### src/rtl/ask_tx_pkg.sv
package ask_tx_pkg;
  typedef enum logic [2:0] {
    ST_IDLE, ST_LEAD, ST_BITS, ST_SYNC, ST_WAIT, ST_TAIL
  } tx_state_e;

  localparam logic [7:0] PRE_BYTE = 8'hAA;
  localparam int unsigned PRE_LEN = 3;
  localparam logic [7:0] SC_MST0 = 8'h72;
  localparam logic [7:0] SC_MST1 = 8'h65;
  localparam logic [7:0] SC_NOD0 = 8'h6C;
  localparam logic [7:0] SC_NOD1 = 8'h67;

  // a in 0..254, b in 0..255
  function automatic logic [7:0] add255(input logic [7:0] a, input logic [7:0] b);
    logic [8:0] s;
    s = {1'b0, a} + {1'b0, b};
    return (s >= 9'd255) ? 8'(s - 9'd255) : s[7:0];
  endfunction
endpackage

### src/rtl/ask_tx_timer.sv
module ask_tx_timer #(
  parameter int unsigned HALF_CYC = 600
) (
  input  logic clk_i,
  input  logic rst_ni,
  input  logic run_i,
  output logic tick_o,
  output logic [$clog2(HALF_CYC+1)-1:0] cnt_o
);
  localparam int unsigned CNT_W = $clog2(HALF_CYC+1);
  localparam logic [CNT_W-1:0] CNT_MAX = CNT_W'(HALF_CYC - 1);

  logic [CNT_W-1:0] cnt_q;

  assign tick_o = run_i && (cnt_q == CNT_MAX);
  assign cnt_o  = cnt_q;

  always_ff @(posedge clk_i or negedge rst_ni) begin
    if (!rst_ni)      cnt_q <= '0;
    else if (!run_i)  cnt_q <= '0;
    else if (tick_o)  cnt_q <= '0;
    else              cnt_q <= cnt_q + 1'b1;
  end
endmodule

### src/rtl/ask_tx_fletcher.sv
module ask_tx_fletcher
  import ask_tx_pkg::*;
(
  input  logic       clk_i,
  input  logic       rst_ni,
  input  logic       clr_i,
  input  logic       add_i,
  input  logic [7:0] byte_i,
  output logic [7:0] c0_o,
  output logic [7:0] c1_o
);
  logic [7:0] s1_q, s2_q, s1_n;

  assign s1_n = add255(s1_q, byte_i);
  assign c0_o = 8'd255 - add255(s1_q, s2_q);
  assign c1_o = 8'd255 - add255(s1_q, c0_o);

  always_ff @(posedge clk_i or negedge rst_ni) begin
    if (!rst_ni) begin
      s1_q <= '0;
      s2_q <= '0;
    end else if (clr_i) begin
      s1_q <= '0;
      s2_q <= '0;
    end else if (add_i) begin
      s1_q <= s1_n;
      s2_q <= add255(s2_q, s1_n);
    end
  end
endmodule

### src/rtl/ask_frame_tx.sv
module ask_frame_tx
  import ask_tx_pkg::*;
#(
  parameter int unsigned HALF_CYC = 600,
  parameter int unsigned LEN_W    = 8
) (
  input  logic             clk_i,
  input  logic             rst_ni,
  input  logic             start_i,
  input  logic             node_i,
  input  logic [LEN_W-1:0] len_i,
  input  logic [7:0]       data_i,
  input  logic             valid_i,
  output logic             ready_o,
  output logic             done_o,
  output logic             ask_hi_o,
  output logic             ask_base_o,
  output logic             trx_a_o,
  output logic             trx_b_o
);
  localparam int unsigned IDX_W = LEN_W + 2;
  localparam int unsigned CNT_W = $clog2(HALF_CYC+1);
  localparam logic [CNT_W-1:0] SYNC_HI = CNT_W'(HALF_CYC / 2);

  tx_state_e        state_q;
  logic [IDX_W-1:0] idx_q, nidx, len_ext, last_idx;
  logic [LEN_W-1:0] len_q, left_q;
  logic             node_q, ph_q, hold_v_q, done_q;
  logic [2:0]       bit_q;
  logic [7:0]       sh_q, hold_q, sel_byte, c0, c1;
  logic             tick, run, accept, byte_end, is_stream, load_pt, go, stall, fl_add;
  logic [CNT_W-1:0] cnt;
  logic             drive, lvl;

  assign run = (state_q == ST_LEAD) || (state_q == ST_BITS) ||
               (state_q == ST_SYNC) || (state_q == ST_TAIL);

  ask_tx_timer #(.HALF_CYC(HALF_CYC)) u_timer (
    .clk_i, .rst_ni, .run_i(run), .tick_o(tick), .cnt_o(cnt)
  );

  assign len_ext   = IDX_W'(len_q);
  assign last_idx  = len_ext + IDX_W'(6);
  assign nidx      = idx_q + 1'b1;
  assign is_stream = (nidx >= IDX_W'(5)) && (nidx < len_ext + IDX_W'(5));
  assign byte_end  = (state_q == ST_BITS) && tick && ph_q && (bit_q == 3'd7);

  always_comb begin
    if (nidx < IDX_W'(PRE_LEN))         sel_byte = PRE_BYTE;
    else if (nidx == IDX_W'(3))          sel_byte = node_q ? SC_NOD0 : SC_MST0;
    else if (nidx == IDX_W'(4))          sel_byte = node_q ? SC_NOD1 : SC_MST1;
    else if (is_stream)                  sel_byte = hold_q;
    else if (nidx == len_ext + IDX_W'(5)) sel_byte = c0;
    else                                 sel_byte = c1;
  end

  // points where the next frame byte is needed
  assign load_pt = ((state_q == ST_LEAD) && tick) ||
                   (byte_end && (idx_q != last_idx) && (idx_q[1:0] != 2'b11)) ||
                   ((state_q == ST_SYNC) && tick) ||
                   (state_q == ST_WAIT);
  assign go     = load_pt && (!is_stream || hold_v_q);
  assign stall  = load_pt && is_stream && !hold_v_q;
  assign fl_add = go && (nidx >= IDX_W'(3)) && (nidx < len_ext + IDX_W'(5));

  ask_tx_fletcher u_fletch (
    .clk_i, .rst_ni,
    .clr_i ((state_q == ST_IDLE) && start_i),
    .add_i (fl_add),
    .byte_i(sel_byte),
    .c0_o  (c0),
    .c1_o  (c1)
  );

  assign ready_o = (state_q != ST_IDLE) && !hold_v_q && (left_q != '0);
  assign accept  = valid_i && ready_o;

  always_ff @(posedge clk_i or negedge rst_ni) begin
    if (!rst_ni) begin
      state_q  <= ST_IDLE;
      idx_q    <= '1;
      len_q    <= '0;
      left_q   <= '0;
      node_q   <= 1'b0;
      sh_q     <= '0;
      bit_q    <= '0;
      ph_q     <= 1'b0;
      hold_q   <= '0;
      hold_v_q <= 1'b0;
    end else if (state_q == ST_IDLE) begin
      if (start_i) begin
        state_q  <= ST_LEAD;
        idx_q    <= '1;
        len_q    <= len_i;
        left_q   <= len_i;
        node_q   <= node_i;
        hold_v_q <= 1'b0;
      end
    end else begin
      if (go && is_stream) hold_v_q <= 1'b0;
      if (accept) begin
        hold_q   <= data_i;
        hold_v_q <= 1'b1;
        left_q   <= left_q - 1'b1;
      end
      if (go) begin
        sh_q    <= sel_byte;
        bit_q   <= '0;
        ph_q    <= 1'b0;
        idx_q   <= nidx;
        state_q <= ST_BITS;
      end else if (stall) begin
        state_q <= ST_WAIT;
      end else if ((state_q == ST_BITS) && tick) begin
        if (!ph_q) begin
          ph_q <= 1'b1;
        end else begin
          ph_q <= 1'b0;
          if (bit_q != 3'd7) begin
            bit_q <= bit_q + 1'b1;
            sh_q  <= sh_q >> 1;
          end else if (idx_q == last_idx) begin
            state_q <= ST_TAIL;
          end else begin
            state_q <= ST_SYNC;
          end
        end
      end else if ((state_q == ST_TAIL) && tick) begin
        state_q <= ST_IDLE;
      end
    end
  end

  always_ff @(posedge clk_i or negedge rst_ni) begin
    if (!rst_ni) done_q <= 1'b0;
    else         done_q <= (state_q == ST_TAIL) && tick;
  end

  always_comb begin
    drive = 1'b1;
    lvl   = 1'b0;
    unique case (state_q)
      ST_BITS: lvl = sh_q[0] ^ ph_q;
      ST_SYNC: lvl = (cnt >= SYNC_HI);
      ST_WAIT: lvl = 1'b0;
      default: drive = 1'b0;
    endcase
  end

  assign ask_hi_o   = drive && lvl;
  assign ask_base_o = drive;
  assign trx_a_o    = (state_q == ST_IDLE);
  assign trx_b_o    = 1'b1;
  assign done_o     = done_q;
endmodule

### config.mk
export PLATFORM = sky130hd
export DESIGN_NAME = ask_frame_tx
export DESIGN_NICKNAME = d
export VERILOG_FILES = /design/src/rtl/ask_tx_pkg.sv /design/src/rtl/ask_tx_timer.sv /design/src/rtl/ask_tx_fletcher.sv /design/src/rtl/ask_frame_tx.sv
export SDC_FILE = /design/constraint.sdc
export NUM_CORES = 1
export LEC_CHECK = 0
export ABC_AREA = 1
export BUFFER_PORTS_ARGS = -buffer_cell sky130_fd_sc_hd__buf_4
export CORE_AREA = 2 2 133 135
export CTS_CLUSTER_DIAMETER = 80
export DETAILED_ROUTE_END_ITERATION = 16
export DIE_AREA = 0 0 135 137
export GPL_ROUTABILITY_DRIVEN = 0
export HOLD_SLACK_MARGIN = 0.08
export SYNTH_ARGS = -nofsm -noshare
export SYNTH_HDL_FRONTEND = slang
export SYNTH_HIERARCHICAL = 1
export SYNTH_SLANG_ARGS = --single-unit
### constraint.sdc
create_clock -name clk_i -period 7.05 [get_ports clk_i]
set_input_delay 1.41 -clock clk_i [delete_from_list [all_inputs] [get_ports clk_i]]
set_output_delay 1.41 -clock clk_i [all_outputs]
set_load 0.02 [all_outputs]
==> results of run 1 <==
==> worst max-delay path by stage <==
| stage | startpoint | endpoint | slack (ns) | cells after the start |
|---|---|---|---|---|
| after CTS | u_fletch/s1_q[0]$_DFFE_PN0P_ | u_fletch/s2_q[3]$_DFFE_PN0P_ | -0.57 | 57 |
| after global routing | u_fletch/s1_q[0]$_DFFE_PN0P_ | u_fletch/s2_q[4]$_DFFE_PN0P_ | -1.23 | 56 |
| final | u_fletch/s1_q[0]$_DFFE_PN0P_ | u_fletch/s2_q[4]$_DFFE_PN0P_ | -0.88 | 54 |
| after detailed placement | u_fletch/s1_q[0]$_DFFE_PN0P_ | u_fletch/s2_q[3]$_DFFE_PN0P_ | -0.81 | 59 |
| after floorplan | u_fletch/s1_q[0]$_DFFE_PN0P_ | u_fletch/s2_q[6]$_DFFE_PN0P_ | -0.40 | 58 |
| after global placement | u_fletch/s1_q[0]$_DFFE_PN0P_ | u_fletch/s2_q[3]$_DFFE_PN0P_ | -0.59 | 59 |
==> power groups by stage <==
stage                     logic (W)  clock network [W]  registers [W]
after global placement     0.000203                  0       0.000530
final                      0.000228           0.000467       0.000523
after detailed placement   0.000206                  0       0.000531
after CTS                  0.000220           0.000476       0.000523
after global routing       0.000263           0.000492       0.000528
after floorplan            0.000147                  0       0.000518
==> critical path: cells and delay by family (launching register included) <==
family                   cells  cell delay, ns
buffers and inverters       10            0.86
AO/OA/AOI/OAI                4            0.59
AND/OR/NAND/NOR             31            3.52
XOR/XNOR                     1            0.22
flip-flops                   1            0.39
adder cells (fa/ha/maj)      8            2.26
==> logic make-up after synthesis <==
group,after synthesis,synth area share
AO/OA/AOI/OAI,105,0.0900
XOR/XNOR,42,0.0523
adder cells (fa/ha/maj),62,0.106
buffers and inverters,177,0.0963
flip-flops,78,0.258
multiplexers,6,0.00889
other,1,0.000493
AND/OR/NAND/NOR,643,0.388
==> flip-flops by register name (all words and copies together) (netlist names) <==
register       cells
bit_q              3
done_o             1
hold_q             8
hold_v_q           1
idx_q             10
left_q             8
len_q              8
node_q             1
ph_q               1
sh_q               8
state_q            3
u_fletch/s1_q      8
u_fletch/s2_q      8
u_timer/cnt_o     10
==> metrics by stage <==
step	total power, W	hold WS, ns	cell area (sq um)	worst slack, ns	TNS, ns
4_1_cts	0.00122	0.469	9940	-0.567	-4.76
2_1_floorplan	0.000665	0.431	7700	-0.395	-2.62
3_5_place_dp	0.000737	0.459	9080	-0.814	-6.11
6_report	0.00122	0.466	10500	-0.885	-7.34
3_3_place_gp	0.000733	0.450	9080	-0.592	-4.43
5_1_grt	0.00128	0.504	10500	-1.23	-10.46
==> layer usage <==
layer | vias up | routed length, um | share of wire
li1 | 4048 | - | -
met1 | 3637 | 10300 | 0.46
met2 | 139 | 11100 | 0.49
met3 | 35 | 649 | 0.029
met4 | 0 | 450 | 0.020
met5 | - | 0 | 0
==> area by class of cell <==
class	instances	area, sq um	area share
clock inverter	7	62.6	0.00595
multi-input combinational	860	5550	0.527
sequential	78	1960	0.187
clock buffer	9	225	0.0214
timing repair buffer	232	1830	0.174
inverter	158	611	0.0580
tap	225	282	0.0268
==> cells in the final DEF (no fill, tap or decap), types with 12 or more instances in the layout <==
cell type	count
a21oi_1	25
buf_4	211
buf_6	20
dfrtp_1	68
ha_1	42
ha_4	13
inv_1	143
nand2_1	320
nand2_2	44
nand3_1	88
nand3_2	21
nand3_4	12
nand4_1	22
nor2_1	80
o21ai_0	23
xnor2_1	12
xor2_1	25
==> what timing repair did <==
action | CTS | global route
cloned | 1 | 0
pin swaps | 45 | 60
setup endpoints to repair | 8 | 9
hold endpoints to repair | 0 | 0
resized for setup | 48 | 88
buffers inserted | 48 | 21
==> Yosys cell counts (all sizes together) <==
| cell | instances |
|---|---|
| nand2 | 373 |
| inv | 158 |
| nand3 | 120 |
| nor2 | 98 |
| dfrtp | 68 |
| ha | 58 |
| a21oi | 35 |
| o21ai | 35 |
| xor2 | 30 |
| nand4 | 23 |
| buf | 12 |
| nor3 | 12 |
| xnor2 | 12 |
| dfstp | 10 |
| a31oi | 9 |
| nand3b | 9 |
| clkbuf | 7 |
| a22oi | 6 |
| mux2 | 6 |
| o211ai | 6 |
| fa | 4 |
| or2 | 4 |
| a21o | 3 |
| o31ai | 3 |
| o21bai | 2 |
| o41ai | 2 |
| a211oi | 1 |
| a21boi | 1 |
| a41oi | 1 |
| and2 | 1 |
| and3 | 1 |
| conb | 1 |
| nor3b | 1 |
| nor4 | 1 |
| o221ai | 1 |
==> out/results.tsv, run 1 <==
stage	metric	value	unit
status	run_status	complete, but fails checks	
status	violations	setup timing	
grt	grt_util_all_layers	0.242	
clocking	clockBufferDepth	2	
cells_and_area	fillers	1553	
clocking	worst_skew_pair.late_latency	0.35	ns
run	maxCapViolations	0	
grt	top_usage_layer	met2	
synthesis	ys_top_cells_by_area	dfrtp_1 22%, nand2_1 18%, ha_1 9.5%	
pwr	p_per_area	116	nW/um^2
die	die_width	135	um
grt	antenna_found_initial	0	
pwr	clkPwrFrac	0.383	
synthesis	netlist_area	7600	sq um
worst_hold_path	hold_depth	1	
synthesis	ys_seq_elements	78	
sta	hold_viol_final	0	
synthesis	synth_cell_types	61	
setup_path	worstSetupPathType	flop to flop	
cells_and_area	drive_above_1_share	0.327	
sta	fin_ws	-0.885	ns
cells_and_area	num_antenna_cells	0	
setup_path	regToRegEndpoint	u_fletch/s2_q[4]$_DFFE_PN0P_	
routing	routedWlPerCell	14.4	um
placement	placed_cells	1484	
synthesis	synth.avg_cell_area	6.82	sq um
die	die_area	18500	sq um
clocking	cts_tree	built	
grt	grt_overflow	0	
sta	period_share	1.13	
synthesis	synthCells	1114	
synthesis	synth_nets	1197	
grt	grt_pass1_vias	7591	
routing	route.detailed.drc	0	
grt	grt_max_degree	79	
clocking	postCtsHoldBufs	0	
cells_and_area	area_growth	38.4	%
worst_hold_path	holdPathEnd	u_timer/cnt_o[0]$_DFF_PN0_	
pwr	netSwitchingPower	0.000379	W
routing	vias_per_cell	5.01	
pwr	ir_worst_vdd	108	uV
sta	maxSlewHeadroom	0.0741	
die	die_h	137	um
die	ios	27	
die	start_util	0.446	
die	core	17100	sq um
cells_and_area	fin_util	0.617	
pwr	power_frac_seq	0.429	
synthesis	synth_warnings	6	
grt	gr-usage-met2	0.413	
clocking	htreeDepth	3	
cells_and_area	finalNonFillerCells	1569	
sta	max_freq	0.126	GHz
clocking	clkSinkCount	78	
setup_path	ff2ff_path_depth	54	
sta	slew_viol_final	0	
die	rows	48	
placement	port_buffers	25	
setup_path	critical_path_required	7.29	ns
sta	fin_worst_skew	0.0112	ns
routing	firstDrtPassIters	7	
setup_path	cp_max_fo	6	
setup_path	reg2reg_from	u_fletch/s1_q[0]$_DFFE_PN0P_	
cells_and_area	nets	1422	
clocking	clk_pin_slew	0.07	ns
setup_path	setup.worst_path.end_class	flop	
setup_path	worstPathArrival	8.17	ns
synthesis	yosys.area.top_type_share	0.224	
routing	postRouteAntennaNets	0	
setup_path	worst_setup_path_start_kind	flop	
placement	hpwl	15700	um
routing	finalWirelength	22500	um
setup_path	cp_slowest_cell	fa_2	
grt	met3_usage	0.0285	
worst_hold_path	hold_class	flop to flop	
routing	drtIter0Drc	384	
grt	grt_pass1_wl	35900	um
pwr	p_leak	5.61	nW
sta	worst_pin_slew	1.38	ns
pwr	combPwrFrac	0.187	
clocking	cts_buffers	9	
setup_path	crit_path_frequent_cell	nand2_2	
sta	fin_crit	7.93	ns
sta	rsz0062_at_grt	yes	
setup_path	rrSetupSlack	-0.88	ns
clocking	cts-root-buf	clkbuf_16	
sta	finalSetupViolations	9	
pwr	switching_share	0.311	
setup_path	max_stage_delay	0.46	ns
worst_hold_path	min_from	u_timer/cnt_o[0]$_DFF_PN0_	
grt	grt_use_met1	0.325	
pwr	intPower	0.000839	W
synthesis	synth_area_leader_cell	dfrtp_1	
synthesis	synth-seq-area-share	0.258	
routing	dr_total_vias	7859	
Power figures use the tool's default switching activity.
==> inputs of run 2 (changes only) <==
--- a/config.mk
+++ b/config.mk
@@ -7,12 +7,15 @@
 export LEC_CHECK = 0
 export ABC_AREA = 1
 export BUFFER_PORTS_ARGS = -buffer_cell sky130_fd_sc_hd__buf_4
-export CORE_AREA = 2 2 133 135
+export CELL_PAD_IN_SITES_DETAIL_PLACEMENT = 1
+export CELL_PAD_IN_SITES_GLOBAL_PLACEMENT = 1
+export CORE_AREA = 2 2 138 140
 export CTS_CLUSTER_DIAMETER = 80
 export DETAILED_ROUTE_END_ITERATION = 16
-export DIE_AREA = 0 0 135 137
+export DIE_AREA = 0 0 140 142
 export GPL_ROUTABILITY_DRIVEN = 0
 export HOLD_SLACK_MARGIN = 0.08
+export PLACE_DENSITY_LB_ADDON = 0.1
 export SYNTH_ARGS = -nofsm -noshare
 export SYNTH_HDL_FRONTEND = slang
 export SYNTH_HIERARCHICAL = 1
==> out/results.tsv, run 2 (synthesis results as in run 1) <==
stage	metric	value	unit	change
clocking	cts_tree	built		
sta	hold_viol_final	0		unchanged
routing	vias_per_cell	5.36		+7.0%
worst_hold_path	min_from	u_timer/cnt_o[0]$_DFF_PN0_		
setup_path	worst_setup_path_start_kind	flop		
clocking	htreeDepth	3		unchanged
setup_path	critical_path_required	7.34	ns	+0.05 ns
worst_hold_path	hold_class	flop to flop		
setup_path	worstPathArrival	8.38	ns	+0.21 ns
setup_path	worstSetupPathType	flop to flop		
grt	grt_util_all_layers	0.266		+0.0232
cells_and_area	seqCellArea	1960	sq um	unchanged
setup_path	cp_max_fo	6		unchanged
pwr	p_leak	5.56	nW	-0.84%
routing	top_layer_used	met4		
pwr	ir_worst_vdd	111	uV	+3.2%
setup_path	crit_start	u_fletch/s1_q[1]$_DFFE_PN0P_		
die	ios	27		unchanged
status	violations	setup timing		
pwr	p_per_area	123	nW/um^2	+5.9%
grt	antenna_found_initial	0		unchanged
grt	grt_pass1_vias	8405		+11%
die	rows	50		+4.2%
cells_and_area	num_antenna_cells	0		unchanged
clocking	clkSinkCount	78		unchanged
sta	fin_ws	-1.04	ns	-0.152 ns
grt	grt_pass1_wl	42200	um	+18%
cells_and_area	drive_above_1_share	0.321		-0.00583
setup_path	reg2reg_from	u_fletch/s1_q[1]$_DFFE_PN0P_		
setup_path	crit_buf_inv	10		unchanged
sta	whs	0.460	ns	-0.00625 ns
routing	firstDrtPassIters	7		unchanged
status	run_status	complete, but fails checks		
setup_path	crit_path_frequent_cell	nand2_1		
routing	finalWirelength	28900	um	+29%
die	core	18500	sq um	+8.2%
clocking	clk_pin_slew	0.07	ns	about the same
placement	port_buffers	25		unchanged
sta	worst_pin_slew	1.22	ns	-0.163 ns
cells_and_area	nets	1409		-0.91%
placement	place_ws	-0.907	ns	-0.0931 ns
cells_and_area	area_growth	37.1	%	
cells_and_area	fillers	2351		+51%
setup_path	cpLargestDelayFamily	simple AND/OR/NAND/NOR gates		
clocking	worst_skew_pair.late_latency	0.36	ns	about the same
sta	fin_worst_skew	0.0111	ns	-0.0000723 ns
clocking	postCtsHoldBufs	0		unchanged
cells_and_area	final_common_cell	nand2_1		
setup_path	max_stage_delay	0.44	ns	-0.02 ns
sta	rsz0062_at_grt	yes		
run	maxCapViolations	0		unchanged
setup_path	cp_slowest_cell	fa_2		
cells_and_area	final_cell_mix	320 x nand2_1, 212 x buf_4, 138 x inv_1		
die	die_area	19900	sq um	+7.5%
routing	routedWlPerCell	18.5	um	+29%
grt	grt_overflow	0		unchanged
placement	hpwl	19100	um	+21%
die	die_h	142	um	+3.6%
routing	drtIter0Drc	343		-11%
routing	route.detailed.drc	0		unchanged
clocking	cts_buffers	9		unchanged
clocking	cts-root-buf	clkbuf_16		
routing	route.met2.wl	14800	um	+33%
clocking	clockBufferDepth	2		unchanged
sta	maxSlewHeadroom	0.183		+0.109
routing	dr_total_vias	8387		+6.7%
routing	drt-met1-wl	12400	um	+20%
sta	finalSetupViolations	8		-1
sta	max_freq	0.124	GHz	-1.9%
die	die_width	140	um	+3.7%
die	start_util	0.412		-0.0338
routing	postRouteAntennaNets	0		unchanged
setup_path	setup.worst_path.end_class	flop		
sta	fin_crit	8.09	ns	+0.152 ns
sta	slew_viol_final	0		unchanged
grt	grt_max_degree	41		-48%
routing	met3_length	808	um	+24%
sta	period_share	1.15		+0.0216
cells_and_area	multi_input_area	5570	sq um	+0.34%
run 2: final timing paths:
path                                                 to  slack, ns  cells past startpoint
max                        u_fletch/s2_q[2]$_DFFE_PN0P_      -1.04                     59
min                          u_timer/cnt_o[0]$_DFF_PN0_       0.46                      1
max reg2reg                u_fletch/s2_q[2]$_DFFE_PN0P_      -1.04                     59
min reg2reg                  u_timer/cnt_o[0]$_DFF_PN0_       0.46                      1
max in group asynchronous  u_fletch/s2_q[7]$_DFFE_PN0P_       5.04                      2
min in group asynchronous    u_timer/cnt_o[6]$_DFF_PN0_       1.04                      1
run 2: metrics by stage:
step                cell area, sq um  cells   util  setup TNS (ns)  total power [W]
floorplan                       7700   1114      -           -2.62         0.000665
global placement                9080   1491  0.492           -4.62         0.000737
detailed placement              9080   1491  0.492           -6.81         0.000749
CTS                             9930   1548  0.538           -4.36          0.00128
global route                   10400   1565  0.565          -11.02          0.00134
finish                         10400   1565  0.565           -7.52          0.00128
run 2: final cells by class:
type,count,area share
Timing Repair Buffer,219,0.160
Sequential cell,78,0.188
Clock buffer,9,0.0216
Clock inverter,7,0.00852
Tap cell,234,0.0281
Inverter,158,0.0588
Multi-Input combinational cell,860,0.534
run 2: repair_timing:
action	in CTS	in global routing
resized for setup	55	75
cloned	1	0
buffers inserted	40	17
pin swaps	62	64
setup endpoints to repair	8	8
run 2: worst register-to-register path, delay by kind of cell, from the launching register on:
family | cells | cell delay [ns]
xor+xnor | 1 | 0.19
buf+inv | 10 | 0.86
compound gates | 3 | 0.56
flops | 1 | 0.41
simple gates | 38 | 4.05
fa+ha+maj | 7 | 1.90
run 2: power breakdown:
group | switching [W] | internal (W) | total [W]
Sequential | 0.0000345 | 0.000489 | 0.000524
Combinational | 0.000136 | 0.000102 | 0.000237
Clock | 0.000231 | 0.000285 | 0.000516
Total | 0.000401 | 0.000876 | 0.00128
run 2: layer usage:
| layer | track usage | up-vias |
|---|---|---|
| met5 | 0 | - |
| met4 | 0.0989 | 0 |
| met1 | 0.334 | 4140 |
| met2 | 0.471 | 157 |
| li1 | - | 4019 |
| met3 | 0.0303 | 71 |
==> inputs of run 3 (changes only) <==
--- a/config.mk
+++ b/config.mk
@@ -16,6 +16,7 @@
 export GPL_ROUTABILITY_DRIVEN = 0
 export HOLD_SLACK_MARGIN = 0.08
 export PLACE_DENSITY_LB_ADDON = 0.1
+export RECOVER_POWER = 50
 export SYNTH_ARGS = -nofsm -noshare
 export SYNTH_HDL_FRONTEND = slang
 export SYNTH_HIERARCHICAL = 1
==> out/results.tsv, run 3 (synthesis results as in run 1) <==
stage	metric	value	unit	change
placement	port_buffers	25		unchanged
setup_path	ff2ff_path_depth	59		unchanged
clocking	cts_buffers	9		unchanged
grt	grt_util_all_layers	0.266		unchanged
routing	firstDrtPassIters	7		unchanged
cells_and_area	num_antenna_cells	0		unchanged
die	start_util	0.412		unchanged
setup_path	worst_setup_path_start_kind	flop		
clocking	worst_skew_pair.late_latency	0.36	ns	about the same
die	rows	50		unchanged
sta	period_share	1.14		-0.00254
cells_and_area	nets	1409		unchanged
routing	postRouteAntennaNets	0		unchanged
sta	slew_viol_final	81		+81
sta	worst_pin_slew	2.40	ns	+1.18 ns
setup_path	critical_path_required	7.34	ns	about the same
setup_path	worstPathArrival	8.36	ns	-0.02 ns
routing	dr_total_vias	8404		+0.20%
cells_and_area	finalNonFillerCells	1565		unchanged
routing	drtIter0Drc	335		-2.3%
routing	route.detailed.drc	0		unchanged
routing	finalWirelength	28900	um	about the same
sta	fin_crit	8.07	ns	-0.0179 ns
grt	grt_overflow	0		unchanged
sta	setup_tns	-7.47	ns	+0.0449 ns
die	core	18500	sq um	unchanged
cells_and_area	drive_above_1_share	0.317		-0.00376
setup_path	worstSetupPathType	flop to flop		
die	die_width	140	um	unchanged
cells_and_area	final_common_cell	nand2_1		
placement	hpwl	19100	um	unchanged
worst_hold_path	holdPathEnd	u_timer/cnt_o[0]$_DFF_PN0_		
worst_hold_path	min_from	u_timer/cnt_o[0]$_DFF_PN0_		
placement	placed_cells	1491		unchanged
pwr	p_per_area	123	nW/um^2	+0.12%
setup_path	cp_slowest_cell	fa_2		
setup_path	reg2reg_from	u_fletch/s1_q[1]$_DFFE_PN0P_		
sta	hold_viol_final	0		unchanged
pwr	ir_worst_vdd	111	uV	about the same
die	ios	27		unchanged
grt	grt_pass1_wl	42200	um	unchanged
grt	grt_max_degree	41		unchanged
status	violations	capacitance limit, slew limit, setup timing		
grt	grt_pass1_vias	8405		unchanged
sta	rsz0062_at_grt	yes		
grt	antenna_found_initial	0		unchanged
worst_hold_path	hold_depth	1		unchanged
routing	vias_per_cell	5.37		+0.20%
die	die_area	19900	sq um	unchanged
die	die_h	142	um	unchanged
setup_path	setup.worst_path.end_class	flop		
clocking	clkSinkCount	78		unchanged
clocking	clockBufferDepth	2		unchanged
setup_path	regToRegEndpoint	u_fletch/s2_q[2]$_DFFE_PN0P_		
sta	fin_worst_skew	0.0111	ns	+0.000000300 ns
routing	routedWlPerCell	18.5	um	about the same
cells_and_area	fillers	2350		-0.043%
setup_path	crit_path_frequent_cell	nand2_1		
setup_path	rrSetupSlack	-1.02	ns	+0.02 ns
clocking	htreeDepth	3		unchanged
placement	place_ws	-0.907	ns	unchanged
clocking	clk_pin_slew	0.07	ns	about the same
cells_and_area	final_cell_mix	321 x nand2_1, 208 x buf_4, 138 x inv_1		
clocking	cts-root-buf	clkbuf_16		
sta	maxSlewHeadroom	-0.603		-0.787
setup_path	max_stage_delay	0.44	ns	about the same
cells_and_area	area_growth	36.8	%	
setup_path	cp_max_fo	6		unchanged
clocking	cts_tree	built		
run	maxCapViolations	2		+2
sta	finalSetupViolations	8		unchanged
sta	fin_ws	-1.02	ns	+0.0179 ns
status	run_status	complete, but fails checks		
sta	max_freq	0.124	GHz	+0.22%
pwr	p_leak	5.55	nW	-0.20%
worst_hold_path	hold_class	flop to flop		
-- run 3: worst max-delay path by stage --
stage	startpoint	end	slack, ns	cells past startpoint
4_1_cts	u_fletch/s2_q[0]$_DFFE_PN0P_	u_fletch/s2_q[2]$_DFFE_PN0P_	-0.59	58
5_1_grt	u_fletch/s1_q[1]$_DFFE_PN0P_	u_fletch/s2_q[2]$_DFFE_PN0P_	-1.45	59
3_3_place_gp	u_fletch/s1_q[0]$_DFFE_PN0P_	u_fletch/s2_q[3]$_DFFE_PN0P_	-0.62	57
2_1_floorplan	u_fletch/s1_q[0]$_DFFE_PN0P_	u_fletch/s2_q[6]$_DFFE_PN0P_	-0.40	58
6_report	u_fletch/s1_q[1]$_DFFE_PN0P_	u_fletch/s2_q[2]$_DFFE_PN0P_	-1.02	59
3_5_place_dp	u_fletch/s1_q[0]$_DFFE_PN0P_	u_fletch/s2_q[2]$_DFFE_PN0P_	-0.91	56
-- run 3: final cells by class --
cell class	instances	area, sq um	area share
Multi-Input combinational cell	860	5560	0.534
Sequential cell	78	1960	0.189
Timing Repair Buffer	219	1660	0.159
Inverter	158	613	0.0589
Tap cell	234	293	0.0281
Clock buffer	9	225	0.0216
Clock inverter	7	88.8	0.00854
-- run 3: power by group --
part           total, W  switching, W  internal (W)
Combinational  0.000237      0.000136      0.000101
Clock          0.000516      0.000231      0.000285
Sequential     0.000524     0.0000345      0.000489
Total           0.00128      0.000401      0.000875
-- run 3: per-stage QoR --
stage	power [W]	cell area, sq um	hold WS, ns	util
after floorplan	0.000665	7700	0.431	-
after global placement	0.000737	9080	0.450	0.492
after detailed placement	0.000749	9080	0.455	0.492
after CTS	0.00128	9930	0.466	0.538
after global routing	0.00134	10400	0.510	0.564
final	0.00128	10400	0.460	0.564
-- run 3: routing by layer --
| metal | global-route usage | up-vias | share of wire |
|---|---|---|---|
| met5 | 0 | - | 0 |
| met4 | 0.0989 | 0 | 0.033 |
| met3 | 0.0303 | 74 | 0.028 |
| met2 | 0.471 | 164 | 0.51 |
| met1 | 0.334 | 4146 | 0.43 |
| li1 | - | 4020 | - |
-- run 3: worst max-delay path, delay by kind of cell, from the launching register on --
family                   cells  cell delay, ns
flip-flops                   1            0.41
adder cells (fa/ha/maj)      7            1.88
AND/OR/NAND/NOR             38            4.05
XOR/XNOR                     1            0.19
AO/OA/AOI/OAI                3            0.55
buffers and inverters       10            0.86
-- run 3: what timing repair did --
action / in CTS / in global routing
pin swaps: 62 / 64
hold buffers: 0 / 0
setup buffers: 40 / 17
gates cloned: 1 / 0
setup endpoints to repair: 8 / 8
resized for setup: 55 / 75
